[src/rtl/csr_unit_pkg.sv]
package csr_unit_pkg;

    localparam int XLEN    = 32;
    localparam int CNT_W   = 2 * XLEN;
    localparam int NUM_CNT = 3;
    localparam int IDX_W   = $clog2(NUM_CNT);

    localparam logic [6:0] OPC_SYSTEM = 7'b1110011;

    // counter indices
    localparam int CNT_CYCLE   = 0;
    localparam int CNT_TIME    = 1;
    localparam int CNT_INSTRET = 2;

    // address map
    localparam logic [11:0] ADR_RO_LO_BASE = 12'hC00;
    localparam logic [11:0] ADR_RO_HI_BASE = 12'hC80;
    localparam logic [11:0] ADR_RW_LO_BASE = 12'hB00;
    localparam logic [11:0] ADR_RW_HI_BASE = 12'hB80;
    localparam logic [11:0] ADR_SCRATCH    = 12'h340;

    typedef enum logic [1:0] {
        ACT_NONE = 2'b00,
        ACT_SWAP = 2'b01,
        ACT_SET  = 2'b10,
        ACT_CLR  = 2'b11
    } csr_act_e;

    typedef struct packed {
        logic            hit;
        csr_act_e        act;
        logic            rd_intent;
        logic            wr_intent;
        logic [XLEN-1:0] src;
    } csr_req_t;

    typedef struct packed {
        logic             mapped;
        logic             ro;
        logic             is_cnt;
        logic             is_scr;
        logic             hi_half;
        logic [IDX_W-1:0] cnt_idx;
    } csr_sel_t;

    function automatic logic [XLEN-1:0] csr_merge(
        input csr_act_e        act,
        input logic [XLEN-1:0] old_val,
        input logic [XLEN-1:0] src
    );
        logic [XLEN-1:0] res;
        case (act)
            ACT_SWAP: res = src;
            ACT_SET:  res = old_val | src;
            ACT_CLR:  res = old_val & ~src;
            default:  res = old_val;
        endcase
        return res;
    endfunction

endpackage

[src/rtl/csr_decode.sv]
module csr_decode
    import csr_unit_pkg::*;
(
    input  logic            valid,
    input  logic [6:0]      opcode,
    input  logic [2:0]      funct3,
    input  logic [4:0]      rd,
    input  logic [4:0]      rs1,
    input  logic [XLEN-1:0] rs1_value,
    output csr_req_t        req
);
    logic use_imm;
    logic rs1_zero;

    assign use_imm  = funct3[2];
    assign rs1_zero = (rs1 == 5'd0);

    always_comb begin
        req     = '0;
        req.act = csr_act_e'(funct3[1:0]);
        req.src = use_imm ? {{(XLEN-5){1'b0}}, rs1} : rs1_value;
        req.hit = valid && (opcode == OPC_SYSTEM) && (funct3[1:0] != 2'b00);
        if (req.act == ACT_SWAP) begin
            req.rd_intent = (rd != 5'd0);
            req.wr_intent = 1'b1;
        end else begin
            req.rd_intent = 1'b1;
            req.wr_intent = !rs1_zero;
        end
        if (!req.hit) begin
            req.rd_intent = 1'b0;
            req.wr_intent = 1'b0;
        end
    end

endmodule

[src/rtl/csr_addr_map.sv]
module csr_addr_map
    import csr_unit_pkg::*;
#(
    parameter logic [NUM_CNT-1:0] CNT_WRITABLE = 3'b100
) (
    input  logic [11:0] addr,
    output csr_sel_t    sel
);
    always_comb begin
        sel = '0;
        if (addr == ADR_SCRATCH) begin
            sel.mapped = 1'b1;
            sel.is_scr = 1'b1;
        end
        for (int i = 0; i < NUM_CNT; i++) begin
            if (addr == ADR_RO_LO_BASE + 12'(i) || addr == ADR_RO_HI_BASE + 12'(i)) begin
                sel.mapped  = 1'b1;
                sel.ro      = 1'b1;
                sel.is_cnt  = 1'b1;
                sel.hi_half = (addr == ADR_RO_HI_BASE + 12'(i));
                sel.cnt_idx = IDX_W'(i);
            end
            if (CNT_WRITABLE[i] &&
                (addr == ADR_RW_LO_BASE + 12'(i) || addr == ADR_RW_HI_BASE + 12'(i))) begin
                sel.mapped  = 1'b1;
                sel.ro      = 1'b0;
                sel.is_cnt  = 1'b1;
                sel.hi_half = (addr == ADR_RW_HI_BASE + 12'(i));
                sel.cnt_idx = IDX_W'(i);
            end
        end
    end

endmodule

[src/rtl/csr_counter64.sv]
module csr_counter64
    import csr_unit_pkg::*;
#(
    parameter bit WRITABLE = 1'b0
) (
    input  logic             clk,
    input  logic             rst,
    input  logic             inc,
    input  logic             wr_lo,
    input  logic             wr_hi,
    input  logic [XLEN-1:0]  wdata,
    output logic [CNT_W-1:0] value
);
    logic [CNT_W-1:0] stepped;
    logic [CNT_W-1:0] nxt;

    // increment first, then overlay the written half
    always_comb begin
        stepped = value + CNT_W'(inc);
        nxt     = stepped;
        if (WRITABLE && wr_lo) nxt[XLEN-1:0]     = wdata;
        if (WRITABLE && wr_hi) nxt[CNT_W-1:XLEN] = wdata;
    end

    always_ff @(posedge clk) begin
        if (rst) value <= '0;
        else     value <= nxt;
    end

endmodule

[src/rtl/csr_scratch.sv]
module csr_scratch
    import csr_unit_pkg::*;
#(
    parameter logic [XLEN-1:0] WMASK = 32'hFFFF_00FF
) (
    input  logic            clk,
    input  logic            rst,
    input  logic            wr,
    input  logic [XLEN-1:0] wdata,
    output logic [XLEN-1:0] value
);
    always_ff @(posedge clk) begin
        if (rst)     value <= '0;
        else if (wr) value <= (value & ~WMASK) | (wdata & WMASK);
    end

endmodule

[src/rtl/csr_unit.sv]
module csr_unit
    import csr_unit_pkg::*;
#(
    parameter logic [XLEN-1:0]    SCRATCH_WMASK = 32'hFFFF_00FF,
    parameter logic [NUM_CNT-1:0] CNT_WRITABLE  = 3'b100
) (
    input  logic        clk,
    input  logic        rst,
    input  logic        inst_valid,
    input  logic [6:0]  inst_opcode,
    input  logic [2:0]  inst_funct3,
    input  logic [4:0]  inst_rd,
    input  logic [4:0]  inst_rs1,
    input  logic [11:0] inst_csr,
    input  logic [31:0] rs1_value,
    input  logic        retire,
    input  logic        timer_tick,
    output logic [31:0] rd_value,
    output logic        read_done,
    output logic        write_done,
    output logic        illegal
);
    csr_req_t         req;
    csr_sel_t         sel;
    logic [CNT_W-1:0] cnt_q   [NUM_CNT];
    logic [NUM_CNT-1:0] cnt_inc;
    logic [XLEN-1:0]  scr_q;
    logic [XLEN-1:0]  old_val;
    logic [XLEN-1:0]  new_val;
    logic             wr_fire;
    logic             rd_fire;
    logic             bad;
    logic [CNT_W-1:0] cycle_q;
    logic [CNT_W-1:0] time_q;
    logic [CNT_W-1:0] instret_q;

    csr_decode u_dec (
        .valid     (inst_valid),
        .opcode    (inst_opcode),
        .funct3    (inst_funct3),
        .rd        (inst_rd),
        .rs1       (inst_rs1),
        .rs1_value (rs1_value),
        .req       (req)
    );

    csr_addr_map #(.CNT_WRITABLE(CNT_WRITABLE)) u_map (
        .addr (inst_csr),
        .sel  (sel)
    );

    assign cnt_inc = {retire, timer_tick, 1'b1};

    always_comb begin
        if (sel.is_scr)       old_val = scr_q;
        else if (sel.hi_half) old_val = cnt_q[sel.cnt_idx][CNT_W-1:XLEN];
        else                  old_val = cnt_q[sel.cnt_idx][XLEN-1:0];
    end

    assign new_val = csr_merge(req.act, old_val, req.src);

    assign bad     = req.hit && (!sel.mapped || (req.wr_intent && sel.ro));
    assign wr_fire = req.hit && req.wr_intent && !bad;
    assign rd_fire = req.hit && req.rd_intent && !bad;

    genvar gi;
    generate
        for (gi = 0; gi < NUM_CNT; gi++) begin : g_cnt
            logic sel_me;
            assign sel_me = wr_fire && sel.is_cnt && (sel.cnt_idx == IDX_W'(gi));
            csr_counter64 #(.WRITABLE(CNT_WRITABLE[gi])) u_cnt (
                .clk   (clk),
                .rst   (rst),
                .inc   (cnt_inc[gi]),
                .wr_lo (sel_me && !sel.hi_half),
                .wr_hi (sel_me && sel.hi_half),
                .wdata (new_val),
                .value (cnt_q[gi])
            );
        end
    endgenerate

    csr_scratch #(.WMASK(SCRATCH_WMASK)) u_scr (
        .clk   (clk),
        .rst   (rst),
        .wr    (wr_fire && sel.is_scr),
        .wdata (new_val),
        .value (scr_q)
    );

    assign cycle_q   = cnt_q[CNT_CYCLE];
    assign time_q    = cnt_q[CNT_TIME];
    assign instret_q = cnt_q[CNT_INSTRET];

    assign rd_value   = rd_fire ? old_val : '0;
    assign read_done  = rd_fire;
    assign write_done = wr_fire;
    assign illegal    = bad;

endmodule

[config.mk]
export PLATFORM = sky130hd
export DESIGN_NAME = csr_unit
export DESIGN_NICKNAME = d
export VERILOG_FILES = /design/src/rtl/csr_unit_pkg.sv /design/src/rtl/csr_decode.sv /design/src/rtl/csr_addr_map.sv /design/src/rtl/csr_counter64.sv /design/src/rtl/csr_scratch.sv /design/src/rtl/csr_unit.sv
export SDC_FILE = /design/constraint.sdc
export NUM_CORES = 1
export LEC_CHECK = 0
export BUFFER_PORTS_ARGS = -buffer_cell sky130_fd_sc_hd__buf_2
export CORE_MARGIN = 3
export CORE_UTILIZATION = 32
export CTS_BUF_LIST = sky130_fd_sc_hd__clkbuf_2
export CTS_CLUSTER_DIAMETER = 200
export CTS_CLUSTER_SIZE = 24
export DETAILED_ROUTE_END_ITERATION = 8
export PLACE_DENSITY = 0.57
export SLEW_MARGIN = 20
export SYNTH_ARGS = -nofsm -noshare
export SYNTH_HDL_FRONTEND = slang
export SYNTH_SLANG_ARGS = --single-unit
[constraint.sdc]
create_clock -name clk -period 3.55 [get_ports clk]
set_clock_uncertainty 0.1 [all_clocks]
set_input_delay 0.355 -clock clk [delete_from_list [all_inputs] [get_ports clk]]
set_output_delay 0.355 -clock clk [all_outputs]
set_load 0.02 [all_outputs]
==> results of run 1 <==
==> stage by stage <==
step / util / power, mW / area, µm²
after floorplan: - / 2.693 / 13400
after global placement: 0.3576 / 2.822 / 14700
after detailed placement: 0.3576 / 2.827 / 14700
after CTS: 0.3755 / 3.752 / 15440
after global routing: 0.3763 / 3.865 / 15470
final: 0.3763 / 3.722 / 15470
==> registers in the layout, summed over array words and instances (netlist names) <==
| signal | flops |
|---|---|
| g_cnt.u_cnt.value | 192 |
| u_scr.value | 24 |
==> metal layers <==
layer / GRT usage / routed length [µm] / share of wire / vias to the layer above
met3: 0.02050 / 2686 / 0.057 / 63
met1: 0.2840 / 21620 / 0.46 / 6367
met4: 0.05335 / 1194 / 0.025 / 0
met2: 0.3376 / 21550 / 0.46 / 433
met5: 0 / 0 / 0 / -
li1: - / - / - / 6467
==> final cells by class <==
| class | instances | area [µm²] | area share |
|---|---|---|---|
| Clock buffer | 13 | 65.06 | 0.004205 |
| Sequential cell | 216 | 4324 | 0.2795 |
| Antenna cell | 1 | 2.502 | 0.0001617 |
| Inverter | 26 | 97.59 | 0.006308 |
| Multi-Input combinational cell | 1389 | 8491 | 0.5488 |
| Timing Repair Buffer | 241 | 1826 | 0.1180 |
| Tap cell | 532 | 665.6 | 0.04302 |
==> where the power goes <==
group | internal [mW] | switching [mW] | total [mW]
logic | 0.149 | 0.236 | 0.385
registers | 2.46 | 0.00816 | 2.47
clock network | 0.0944 | 0.777 | 0.871
total | 2.70 | 1.02 | 3.72
==> cells in the final DEF, fill, tap and decap left out, types with 6 or more instances in the layout <==
| cell | instances |
|---|---|
| a22o_1 | 15 |
| buf_4 | 62 |
| a22oi_1 | 12 |
| nor2b_1 | 20 |
| and4_1 | 19 |
| and2_1 | 13 |
| clkbuf_2 | 13 |
| nand2_1 | 188 |
| nand4_1 | 39 |
| buf_2 | 102 |
| o211ai_1 | 11 |
| nand3_1 | 72 |
| o21ai_1 | 13 |
| or3_1 | 32 |
| o221a_2 | 18 |
| a31oi_1 | 16 |
| o22ai_1 | 31 |
| xnor2_1 | 77 |
| dfxtp_1 | 216 |
| inv_1 | 24 |
| dlygate4sd3_1 | 67 |
| and3_1 | 40 |
| mux2i_1 | 65 |
| o311ai_0 | 7 |
| a21oi_1 | 101 |
| a211oi_1 | 23 |
| o21ai_0 | 97 |
| nor2_1 | 248 |
| mux2_2 | 7 |
| a211oi_2 | 10 |
| buf_12 | 6 |
| or4_1 | 9 |
| xor2_1 | 96 |
| nor3_1 | 26 |
==> how the worst max path moves through the flow <==
stage,to,slack (ns),from
after floorplan,rd_value[16],0.26,inst_csr[3]
after global placement,rd_value[30],0.11,inst_csr[0]
after detailed placement,rd_value[29],0.12,inst_csr[3]
after CTS,rd_value[29],0.11,inst_csr[3]
after global routing,rd_value[28],0.05,inst_csr[0]
final,rd_value[0],0.10,inst_csr[8]
==> cell families after synthesis <==
family	Yosys count	share of synthesized area
multiplexers	72	0.05443
XOR/XNOR	173	0.1131
AND/OR/NAND/NOR	747	0.2685
flip-flops	216	0.3227
buffers and inverters	130	0.04453
adder cells (fa/ha/maj)	5	0.004668
AO/OA/AOI/OAI	392	0.1921
==> cell usage after synthesis, drive strengths merged (28+ instances only) <==
| master | n |
|---|---|
| buf | 34 |
| nand3 | 72 |
| o21ai | 113 |
| dfxtp | 216 |
| clkbuf | 70 |
| a211oi | 33 |
| mux2i | 65 |
| xnor2 | 77 |
| nand2 | 189 |
| xor2 | 96 |
| nor2 | 251 |
| nand4 | 39 |
| nor3 | 28 |
| or3 | 32 |
| and3 | 40 |
| a21oi | 101 |
| o22ai | 33 |
==> worst register-to-register path, cell delays in order, from the launching register on <==
cell and delay (ns):
dfxtp_1 0.45, ha_1 0.25, ha_1 0.35, and4_1 0.45, and3_1 0.40, nand2_1 0.14, nor2_1 0.14, xnor2_1 0.09
a211oi_1 0.22, dlygate4sd3_1 0.57
==> what timing repair did <==
action	CTS	global route
endpoints found under the hold margin	107	0
hold buffers	67	0
buffers inserted	0	1
gates resized for setup	0	3
endpoints found under the setup margin	0	8
==> impl_results.md, run 1 <==
* Status: finished clean
* Least-Margin Pin Slew at 1.128 ns
* Crit path max fanout at 14
* Type of the worst min-delay path: in2reg
* Reg2Reg Launch Point: g_cnt[2].u_cnt.value[0]$_SDFF_PP0_
* Max-Cap Viols at 0
* Delay-heaviest family, CP: simple AND/OR/NAND/NOR gates
* Final worst slack at 0.1003 ns
* Post-DP HPWL at 34800 µm
* Initial antenna violation count at 2
* WP depth at 10
* Initial Util at 0.3260
* GP Congestion at 0.9358
* Req. time, crit path at 3.09 ns
* DRC errors left at 0
* Synthesized flop and latch total at 216
* Clk buf depth at 3
* F_max at 289.9 MHz
* Synth warnings at 0
* Port Buffers at 103
* Die Area at 0.04437 mm²
* Clk slew on worst S/H paths at 0.48 ns
* Leakage dissipation at 5.370 nW
* Critical path startpoint category: primary input
* CORE AREA at 0.04111 mm²
* ANT nets after route at 0
* Peak supply drop at 163.2 µV
* Std cell rows at 74
* Worst-Skew Late Latency at 0.85 ns
* Routed vias at 13330
* WP data arrival at 2.99 ns
* Crit-path cells: buf_2 -> or3b_2 -> nor4_4 -> buf_4 -> buf_6 -> mux2i_1 -> a22oi_1 -> a22o_1 -> nor2b_1 -> buf_2
* Drt first pass iters at 5
* Vias in the first global route at 12700
* Crit end category: primary output
* Hold wc startpoint: inst_rs1[3]
* Leading area contributor after synthesis: dfxtp_1
* Routed vias/inst at 5.513
* Placed Cells at 2335
* Largest net degree at the start of global routing at 92
* Slowest stage cell, crit path: or3b_2
* Main area contributors after synthesis: dfxtp_1 (32%), nor2_1 (7.0%), xor2_1 (6.3%), nand2_1 (5.3%), xnor2_1 (5.0%)
* Async set-reset flop share out of synthesis at 0
* CTS tree: done
* H-tree level count at 1
* Post-synthesis sequential area ratio at 0.3227
* Die X at 210.6 µm
* Buf/Inv on CP at 4
* Syn nets at 1809
* CP peak stage delay at 0.55 ns
* RSZ-0062 raised after global routing: false
* Root Driver: clkbuf_2
* Area growth, synth to finish at 15.44%
* Setup violations, final at 0
* CP Class: in2out
* I/O pin total at 104
* Worst reg2reg path endpoint: g_cnt[2].u_cnt.value[38]$_SDFF_PP0_
* Yosys top cell area share at 0.3227
* Fillers at 4307
* Final min period at 3.450 ns
* Pre-CTS setup slack at 0.1185 ns
* GRT Total Usage at 0.2034
* Fin. Hold Viols at 0
* Rel. slew slack at 0.2478
* Worst R2R Path Depth at 9
* Hold-critical path endpoint: g_cnt[2].u_cnt.value[35]$_SDFF_PP0_
* Distinct cells, synth at 76
* WL final at 47050 µm
* Setup TNS Final at 0 ns
* Fin crit share at 0.9717
* Layout cell share with drive strength beyond 1 at 0.1332
* Final net count at 1960
* Ys flop type: dfxtp_1
* Flop2flop setup slack at 0.38 ns
* Pwr per Cell Area at 240.6 mW/mm²
* Hold Slack at 0.05079 ns
* Synth Cell Area at 0.01340 mm²
* EDFF count, synth at 0
* CTS Buf Count at 12
* Pins Over Slew Limit at 0
* GR Overflow Total at 0
* Post-Syn Instances at 1735
* CTS Sinks at 216
* Avg WL per Cell at 19.46 µm
* DRT iter0 DRCs at 1333
* Mapped Avg Cell Area at 7.724 µm²
* First-pass GRT wire length at 72560 µm
* Chip Height at 210.6 µm
* Non-filler cells in the finished layout at 2418
* WHS Path Cells at 6
* CP most frequent cell: buf_2
No activity file was read; power rests on OpenSTA's default activity.
==> inputs of run 2 (changes only) <==
- ABC_AREA: not set -> 1
==> impl_results.md, run 2 <==
* Status: finished, violations left (was finished clean)
* Failing checks: design-rule violations
* Setup violations, final at 0 (unchanged)
* GR Overflow Total at 0 (unchanged)
* Pre-CTS setup slack at 0.2729 ns (was 0.1185 ns)
* Mapped Avg Cell Area at 5.890 µm² (was 7.724 µm²)
* WL final at 64370 µm (was 47050 µm)
* Slowest stage cell, crit path: nor2_4 (was or3b_2)
* CP Class: in2out (unchanged)
* CP peak stage delay at 0.80 ns (was 0.55 ns)
* Synthesized flop and latch total at 216 (unchanged)
* Layout cell share with drive strength beyond 1 at 0.08394 (was 0.1332)
* Flop2flop setup slack at 0.64 ns (was 0.38 ns)
* Distinct cells, synth at 46 (was 76)
* Port Buffers at 103 (unchanged)
* First-pass GRT wire length at 97460 µm (was 72560 µm)
* Leading area contributor after synthesis: dfxtp_1 (unchanged)
* Initial Util at 0.3246 (was 0.3260)
* H-tree level count at 1 (unchanged)
* Final worst slack at 0.2074 ns (was 0.1003 ns)
* Synth Cell Area at 0.01553 mm² (was 0.01340 mm²)
* Die X at 226.3 µm (was 210.6 µm)
* Avg WL per Cell at 19.18 µm (was 19.46 µm)
* Least-Margin Pin Slew at 1.123 ns (was 1.128 ns)
* # Post-CTS Setup Buffers at 0 (unchanged)
* RSZ-0062 raised after global routing: false (unchanged)
* DRT iter0 DRCs at 1612 (was 1333)
* GRT Total Usage at 0.2447 (was 0.2034)
* CTS Buf Count at 12 (unchanged)
* Fillers at 5339 (was 4307)
* ANT nets after route at 0 (unchanged)
* Largest net degree at the start of global routing at 86 (was 92)
* Setup TNS Final at 0 ns (unchanged)
* Largest Register: g_cnt.u_cnt.value (unchanged)
* Commonest non-fill, non-tap cell in the layout: nand2_1 (was nor2_1)
* Synth warnings at 0 (unchanged)
* PostCTS Resize Cnt at 0 (unchanged)
* Chip Height at 226.3 µm (was 210.6 µm)
* Pins Over Slew Limit at 0 (unchanged)
* Die Area at 0.05121 mm² (was 0.04437 mm²)
* Final min period at 3.343 ns (was 3.450 ns)
* Most common cell in the synthesized netlist: nand2_1 (was nor2_1)
* Post-Syn Instances at 2637 (was 1735)
* Post-synthesis sequential area ratio at 0.2784 (was 0.3227)
* Fin crit share at 0.9416 (was 0.9717)
* I/O pin total at 104 (unchanged)
* Synth cell count leaders: nand2_1 (619), nor2_1 (375), inv_1 (354) (was nor2_1 (250), dfxtp_1 (216), nand2_1 (188))
* Pwr per Cell Area at 217.8 mW/mm² (was 240.6 mW/mm²)
* Power, Total at 3.753 mW (was 3.722 mW)
* Most frequent cells in the layout: nand2_1 (619), nor2_1 (374), inv_1 (353), nand3_1 (244), dfxtp_1 (216) (was nor2_1 (248), dfxtp_1 (216), nand2_1 (188), buf_2 (102), a21oi_1 (101))
* Final net count at 2815 (was 1960)
* DRC errors left at 1 (was 0)
* Req. time, crit path at 3.09 ns (about the same)
* F_max at 299.2 MHz (was 289.9 MHz)
* Root Driver: clkbuf_2 (unchanged)
* Initial antenna violation count at 2 (unchanged)
* Routed vias/inst at 5.211 (was 5.513)
* Clk buf depth at 3 (unchanged)
* Critical path startpoint category: primary input (unchanged)
* Top flop regs: g_cnt.u_cnt.value: 192 flops, u_scr.value: 24 flops (unchanged)
* EDFF count, synth at 0 (unchanged)
* Hold Slack at 0.07881 ns (was 0.05079 ns)
* Max reg flops at 192 (unchanged)
* Drt first pass iters at 8 (was 5)
* Ys flop type: dfxtp_1 (unchanged)
* WHS Path Cells at 6 (unchanged)
* WP data arrival at 2.89 ns (was 2.99 ns)
* Clk slew on worst S/H paths at 0.49 ns (was 0.48 ns)
* Worst R2R Path Depth at 12 (was 9)
* Yosys top cell area share at 0.2784 (was 0.3227)
* Syn nets at 2711 (was 1809)
* Peak supply drop at 157.4 µV (was 163.2 µV)
* WP depth at 14 (was 10)
* Routed vias at 17490 (was 13330)
* Std cell rows at 80 (was 74)
* CTS tree: done (unchanged)
* GP Congestion at 0.9820 (was 0.9358)
* Crit-path cells: buf_2 -> inv_1 -> nand2_2 -> nor2_4 -> nand3_2 -> nand2_1 -> nor2_4 -> buf_4 -> nand2_1 -> nand3_1 -> nand3_1 -> nand2_1 -> nor2_1 -> buf_2 (was buf_2 -> or3b_2 -> nor4_4 -> buf_4 -> buf_6 -> mux2i_1 -> a22oi_1 -> a22o_1 -> nor2b_1 -> buf_2)
* CTS Sinks at 216 (unchanged)
* Multi-input logic area at 0.009373 mm² (was 0.008491 mm²)
* Area growth, synth to finish at 10.96% (was 15.44%)
* Crit path max fanout at 47 (was 14)
* Delay-heaviest family, CP: simple AND/OR/NAND/NOR gates (unchanged)
* Buf/Inv on CP at 4 (unchanged)
* Leakage dissipation at 6.680 nW (was 5.370 nW)
* Vias in the first global route at 16630 (was 12700)
* Cell Area, Placed at 0.01661 mm² (was 0.01470 mm²)
* Fin. Hold Viols at 0 (unchanged)
* Type of the worst min-delay path: in2reg (unchanged)
* Post-DP HPWL at 50910 µm (was 34800 µm)
* Worst-Skew Late Latency at 0.93 ns (was 0.85 ns)
* Crit end category: primary output (unchanged)
* Seq. cell area at 0.004324 mm² (unchanged)
* Max-Cap Viols at 0 (unchanged)
* Async set-reset flop share out of synthesis at 0 (unchanged)
* Main area contributors after synthesis: dfxtp_1 (28%), nand2_1 (15%), nor2_1 (9.1%), inv_1 (8.6%), nand3_1 (7.9%) (was dfxtp_1 (32%), nor2_1 (7.0%), xor2_1 (6.3%), nand2_1 (5.3%), xnor2_1 (5.0%))
* Rel. slew slack at 0.2511 (was 0.2478)
* CORE AREA at 0.04785 mm² (was 0.04111 mm²)
* Post-route cell area at 0.01723 mm² (was 0.01547 mm²)
* CP most frequent cell: nand2_1 (was buf_2)
-- run 2: final cells by class --
type                       instances  area share
tap                              615     0.04465
inverter                         366     0.07979
multi-input combinational       1956      0.5439
antenna                            1   0.0001452
timing repair buffer             189     0.07682
clock buffer                      13    0.003775
sequential                       216      0.2509
-- run 2: power breakdown --
group          total [mW]  leakage, nW  switching (mW)  internal, mW
combinational       0.349         4.89           0.215         0.134
clock               0.936       0.0540           0.842        0.0940
sequential           2.47         1.74         0.00804          2.46
-- run 2: routing by layer --
layer / vias to the layer above / part of all wire / GRT usage
met5: - / 0 / 0
met4: 0 / 0.037 / 0.07843
met3: 93 / 0.052 / 0.01942
met2: 612 / 0.48 / 0.4306
met1: 8092 / 0.43 / 0.3178
li1: 8690 / - / -
-- run 2: kinds of logic (layout without fill, tap and decap cells) --
| kind of cell | count (synthesis) | count (layout) | share of synthesized area |
|---|---|---|---|
| AOI/OAI and AO/OA | 341 | 341 | 0.1138 |
| xor gates and xnor gates | 67 | 67 | 0.03778 |
| muxes | 5 | 5 | 0.003625 |
| other | 0 | 1 | 0 |
| buffers and inverters | 465 | 568 | 0.1195 |
| and+or+nand+nor | 1538 | 1538 | 0.4428 |
| adders and majority gates | 5 | 5 | 0.004028 |
| DFF | 216 | 216 | 0.2784 |
-- run 2: worst register-to-register path: stages (launching register included) --
cell and delay (ns):
dfxtp_1 0.44, ha_1 0.30, ha_1 0.24, inv_1 0.08, nor2_4 0.26, inv_1 0.07
nor2_1 0.20, inv_1 0.08, nor2_1 0.36, nand3_1 0.32, xnor2_1 0.22, o21ai_0 0.10
nor2_1 0.12
-- run 2: final timing paths --
kind | endpoint | start
worst min-delay path | g_cnt[2].u_cnt.value[19]$_SDFF_PP0_ | inst_funct3[0]
worst min register to register | g_cnt[1].u_cnt.value[62]$_SDFF_PP0_ | g_cnt[1].u_cnt.value[62]$_SDFF_PP0_
worst max register to register | g_cnt[2].u_cnt.value[60]$_SDFF_PP0_ | g_cnt[2].u_cnt.value[0]$_SDFF_PP0_
worst max-delay path | rd_value[21] | inst_csr[2]
-- run 2: metrics by stage --
step	utilization	instances
global route	0.3602	3356
global placement	0.3473	3287
detailed placement	0.3473	3287
CTS	0.3601	3355
finish	0.3602	3356
floorplan	-	2637
-- run 2: repair_timing --
item / in CTS / in global routing
endpoints found under the hold margin: 94 / 0
hold buffers: 55 / 0
endpoints found under the setup margin: 0 / 0
==> inputs of run 3 (changes only) <==
--- a/config.mk
+++ b/config.mk
@@ -9,10 +9,10 @@
 export BUFFER_PORTS_ARGS = -buffer_cell sky130_fd_sc_hd__buf_2
 export CORE_MARGIN = 3
-export CORE_UTILIZATION = 32
+export CORE_UTILIZATION = 60
 export CTS_BUF_LIST = sky130_fd_sc_hd__clkbuf_2
 export CTS_CLUSTER_DIAMETER = 200
 export CTS_CLUSTER_SIZE = 24
 export DETAILED_ROUTE_END_ITERATION = 8
-export PLACE_DENSITY = 0.57
+export PLACE_DENSITY = 0.88
 export SLEW_MARGIN = 20
 export SYNTH_ARGS = -nofsm -noshare
--- a/constraint.sdc
+++ b/constraint.sdc
@@ -3,3 +3,3 @@
 set_input_delay 0.355 -clock clk [delete_from_list [all_inputs] [get_ports clk]]
 set_output_delay 0.355 -clock clk [all_outputs]
-set_load 0.02 [all_outputs]
+set_load 0.05 [all_outputs]
==> impl_results.md, run 3 (synthesis results as in run 2) <==
* Post-route cell area at 0.01677 mm² (was 0.01723 mm²)
* RSZ-0062 raised after global routing: false (unchanged)
* ANT nets after route at 0 (unchanged)
* CTS tree: done (unchanged)
* Die Area at 0.02785 mm² (was 0.05121 mm²)
* CTS Buf Count at 12 (unchanged)
* F_max at 305.3 MHz (was 299.2 MHz)
* Routed vias/inst at 5.986 (was 5.211)
* Final net count at 2801 (was 2815)
* Setup TNS Final at 0 ns (unchanged)
* DR WL met3 at 5800 µm (was 3318 µm)
* Placed Cells at 3001 (was 3287)
* Initial antenna violation count at 1 (was 2)
* Most frequent cells in the layout: nand2_1 (619), nor2_1 (374), inv_1 (353), nand3_1 (244), dfxtp_1 (216) (unchanged)
* Max reg flops at 192 (unchanged)
* Largest net degree at the start of global routing at 86 (unchanged)
* Pwr per Cell Area at 222.0 mW/mm² (was 217.8 mW/mm²)
* Port Buffers at 103 (unchanged)
* GP Congestion at 1.022 (was 0.9820)
* CTS Sinks at 216 (unchanged)
* Avg WL per Cell at 19.43 µm (was 19.18 µm)
* Crit path max fanout at 32 (was 47)
* Clk slew on worst S/H paths at 0.50 ns (was 0.49 ns)
* Status: finished clean (was finished, violations left)
* Fin crit share at 0.9228 (was 0.9416)
* Worst-Skew Late Latency at 0.90 ns (was 0.93 ns)
* Area growth, synth to finish at 7.991% (was 10.96%)
* Cell Area, Placed at 0.01627 mm² (was 0.01661 mm²)
* Leakage dissipation at 6.657 nW (was 6.680 nW)
* Layout cell share with drive strength beyond 1 at 0.08437 (was 0.08394)
* CP Class: in2out (unchanged)
* Std cell rows at 58 (was 80)
* Final min period at 3.276 ns (was 3.343 ns)
* Post-DP HPWL at 45360 µm (was 50910 µm)
* Met1 WL at 22520 µm (was 27840 µm)
* GR Overflow Total at 0 (unchanged)
* GRT Total Usage at 0.4122 (was 0.2447)
* Clk buf depth at 3 (unchanged)
* Largest Register: g_cnt.u_cnt.value (unchanged)
* Commonest non-fill, non-tap cell in the layout: nand2_1 (unchanged)
* Pins Over Slew Limit at 0 (unchanged)
* Least-Margin Pin Slew at 1.115 ns (was 1.123 ns)
* Setup violations, final at 0 (unchanged)
* Die X at 166.9 µm (was 226.3 µm)
* DRT iter0 DRCs at 2438 (was 1612)
* First-pass GRT wire length at 92710 µm (was 97460 µm)
* Top flop regs: g_cnt.u_cnt.value: 192 flops, u_scr.value: 24 flops (unchanged)
* Routed vias at 18300 (was 17490)
* Drt first pass iters at 8 (unchanged)
* Initial Util at 0.6132 (was 0.3246)
* DRC errors left at 0 (was 1)
* Crit end category: primary output (unchanged)
* Type of the worst min-delay path: in2reg (unchanged)
* H-tree level count at 1 (unchanged)
* WP data arrival at 2.82 ns (was 2.89 ns)
* Fin. Hold Viols at 0 (unchanged)
* PostCTS Resize Cnt at 0 (unchanged)
* Power, Total at 3.724 mW (was 3.753 mW)
* I/O pin total at 104 (unchanged)
* Vias in the first global route at 17200 (was 16630)
* Peak supply drop at 205.3 µV (was 157.4 µV)
* Rel. slew slack at 0.2568 (was 0.2511)
* WL final at 59410 µm (was 64370 µm)
* Flop2flop setup slack at 0.58 ns (was 0.64 ns)
* Root Driver: clkbuf_2 (unchanged)
* Post-cts hold buffer count at 41 (was 55)
* CORE AREA at 0.02533 mm² (was 0.04785 mm²)
* Max-Cap Viols at 0 (unchanged)
* WL met2 at 26780 µm (was 30800 µm)
* Non-filler cells in the finished layout at 3057 (was 3356)
* Max layer used: met5 (was met4)
* # Post-CTS Setup Buffers at 0 (unchanged)
* Req. time, crit path at 3.09 ns (about the same)
* Critical path startpoint category: primary input (unchanged)
* Chip Height at 166.9 µm (was 226.3 µm)
-- run 3: cell types whose count changed in the layout (fill, tap and decap cells not counted) --
cell           delta
clkinv_2          -1
buf_4             -3
dlygate4sd3_1    -14
inv_2             +1
buf_12            +3
-- run 3: path summary, 6_finish.rpt --
check | startpoint | end | cells after the start
max | inst_csr[4] | rd_value[18] | 16
min | inst_opcode[4] | g_cnt[2].u_cnt.value[33]$_SDFF_PP0_ | 7
min reg2reg | g_cnt[1].u_cnt.value[28]$_SDFF_PP0_ | g_cnt[1].u_cnt.value[28]$_SDFF_PP0_ | 2
max reg2reg | g_cnt[1].u_cnt.value[0]$_SDFF_PP0_ | g_cnt[1].u_cnt.value[51]$_SDFF_PP0_ | 13
-- run 3: stage by stage --
step,worst slack (ns),util,hold WS (ns)
detailed placement,0.2811,0.6426,0.3605
global placement,0.3431,0.6426,0.3465
global route,0.1673,0.6622,0.08500
floorplan,0.7710,-,0.3298
finish,0.2740,0.6622,0.04808
CTS,0.2758,0.6613,0.03512
-- run 3: cell type report --
type | instances | area (µm²)
antenna | 1 | 2.502
clock buffer | 13 | 65.06
fill | 2448 | 8554
inverter | 366 | 1374
multi-input combinational | 1956 | 9373
sequential | 216 | 4324
tap | 330 | 412.9
timing repair buffer | 175 | 1221
-- run 3: metal layers --
metal | global-route usage | vias up
met5 | 0.02087 | -
met4 | 0.2425 | 2
met3 | 0.07762 | 265
met2 | 0.6739 | 1120
met1 | 0.5050 | 8250
li1 | - | 8662
-- run 3: where the power goes --
group | internal [mW] | total, mW | switching (mW) | leakage [nW]
Clock | 0.0942 | 0.917 | 0.823 | 0.0540
Combinational | 0.122 | 0.340 | 0.218 | 4.86
Sequential | 2.46 | 2.47 | 0.00734 | 1.74
Total | 2.68 | 3.72 | 1.05 | 6.66
-- run 3: worst max-delay path, cell delays in order --
cell,delay [ns]
buf_2,0.11
inv_1,0.05
nand2_1,0.09
nor2_2,0.27
nand3_1,0.13
nand2_2,0.28
buf_12,0.23
buf_12,0.17
nand2_1,0.13
o21ai_0,0.29
nand2_1,0.10
nand3_1,0.09
nand3_1,0.11
nand2_1,0.09
nor2_1,0.05
buf_2,0.23
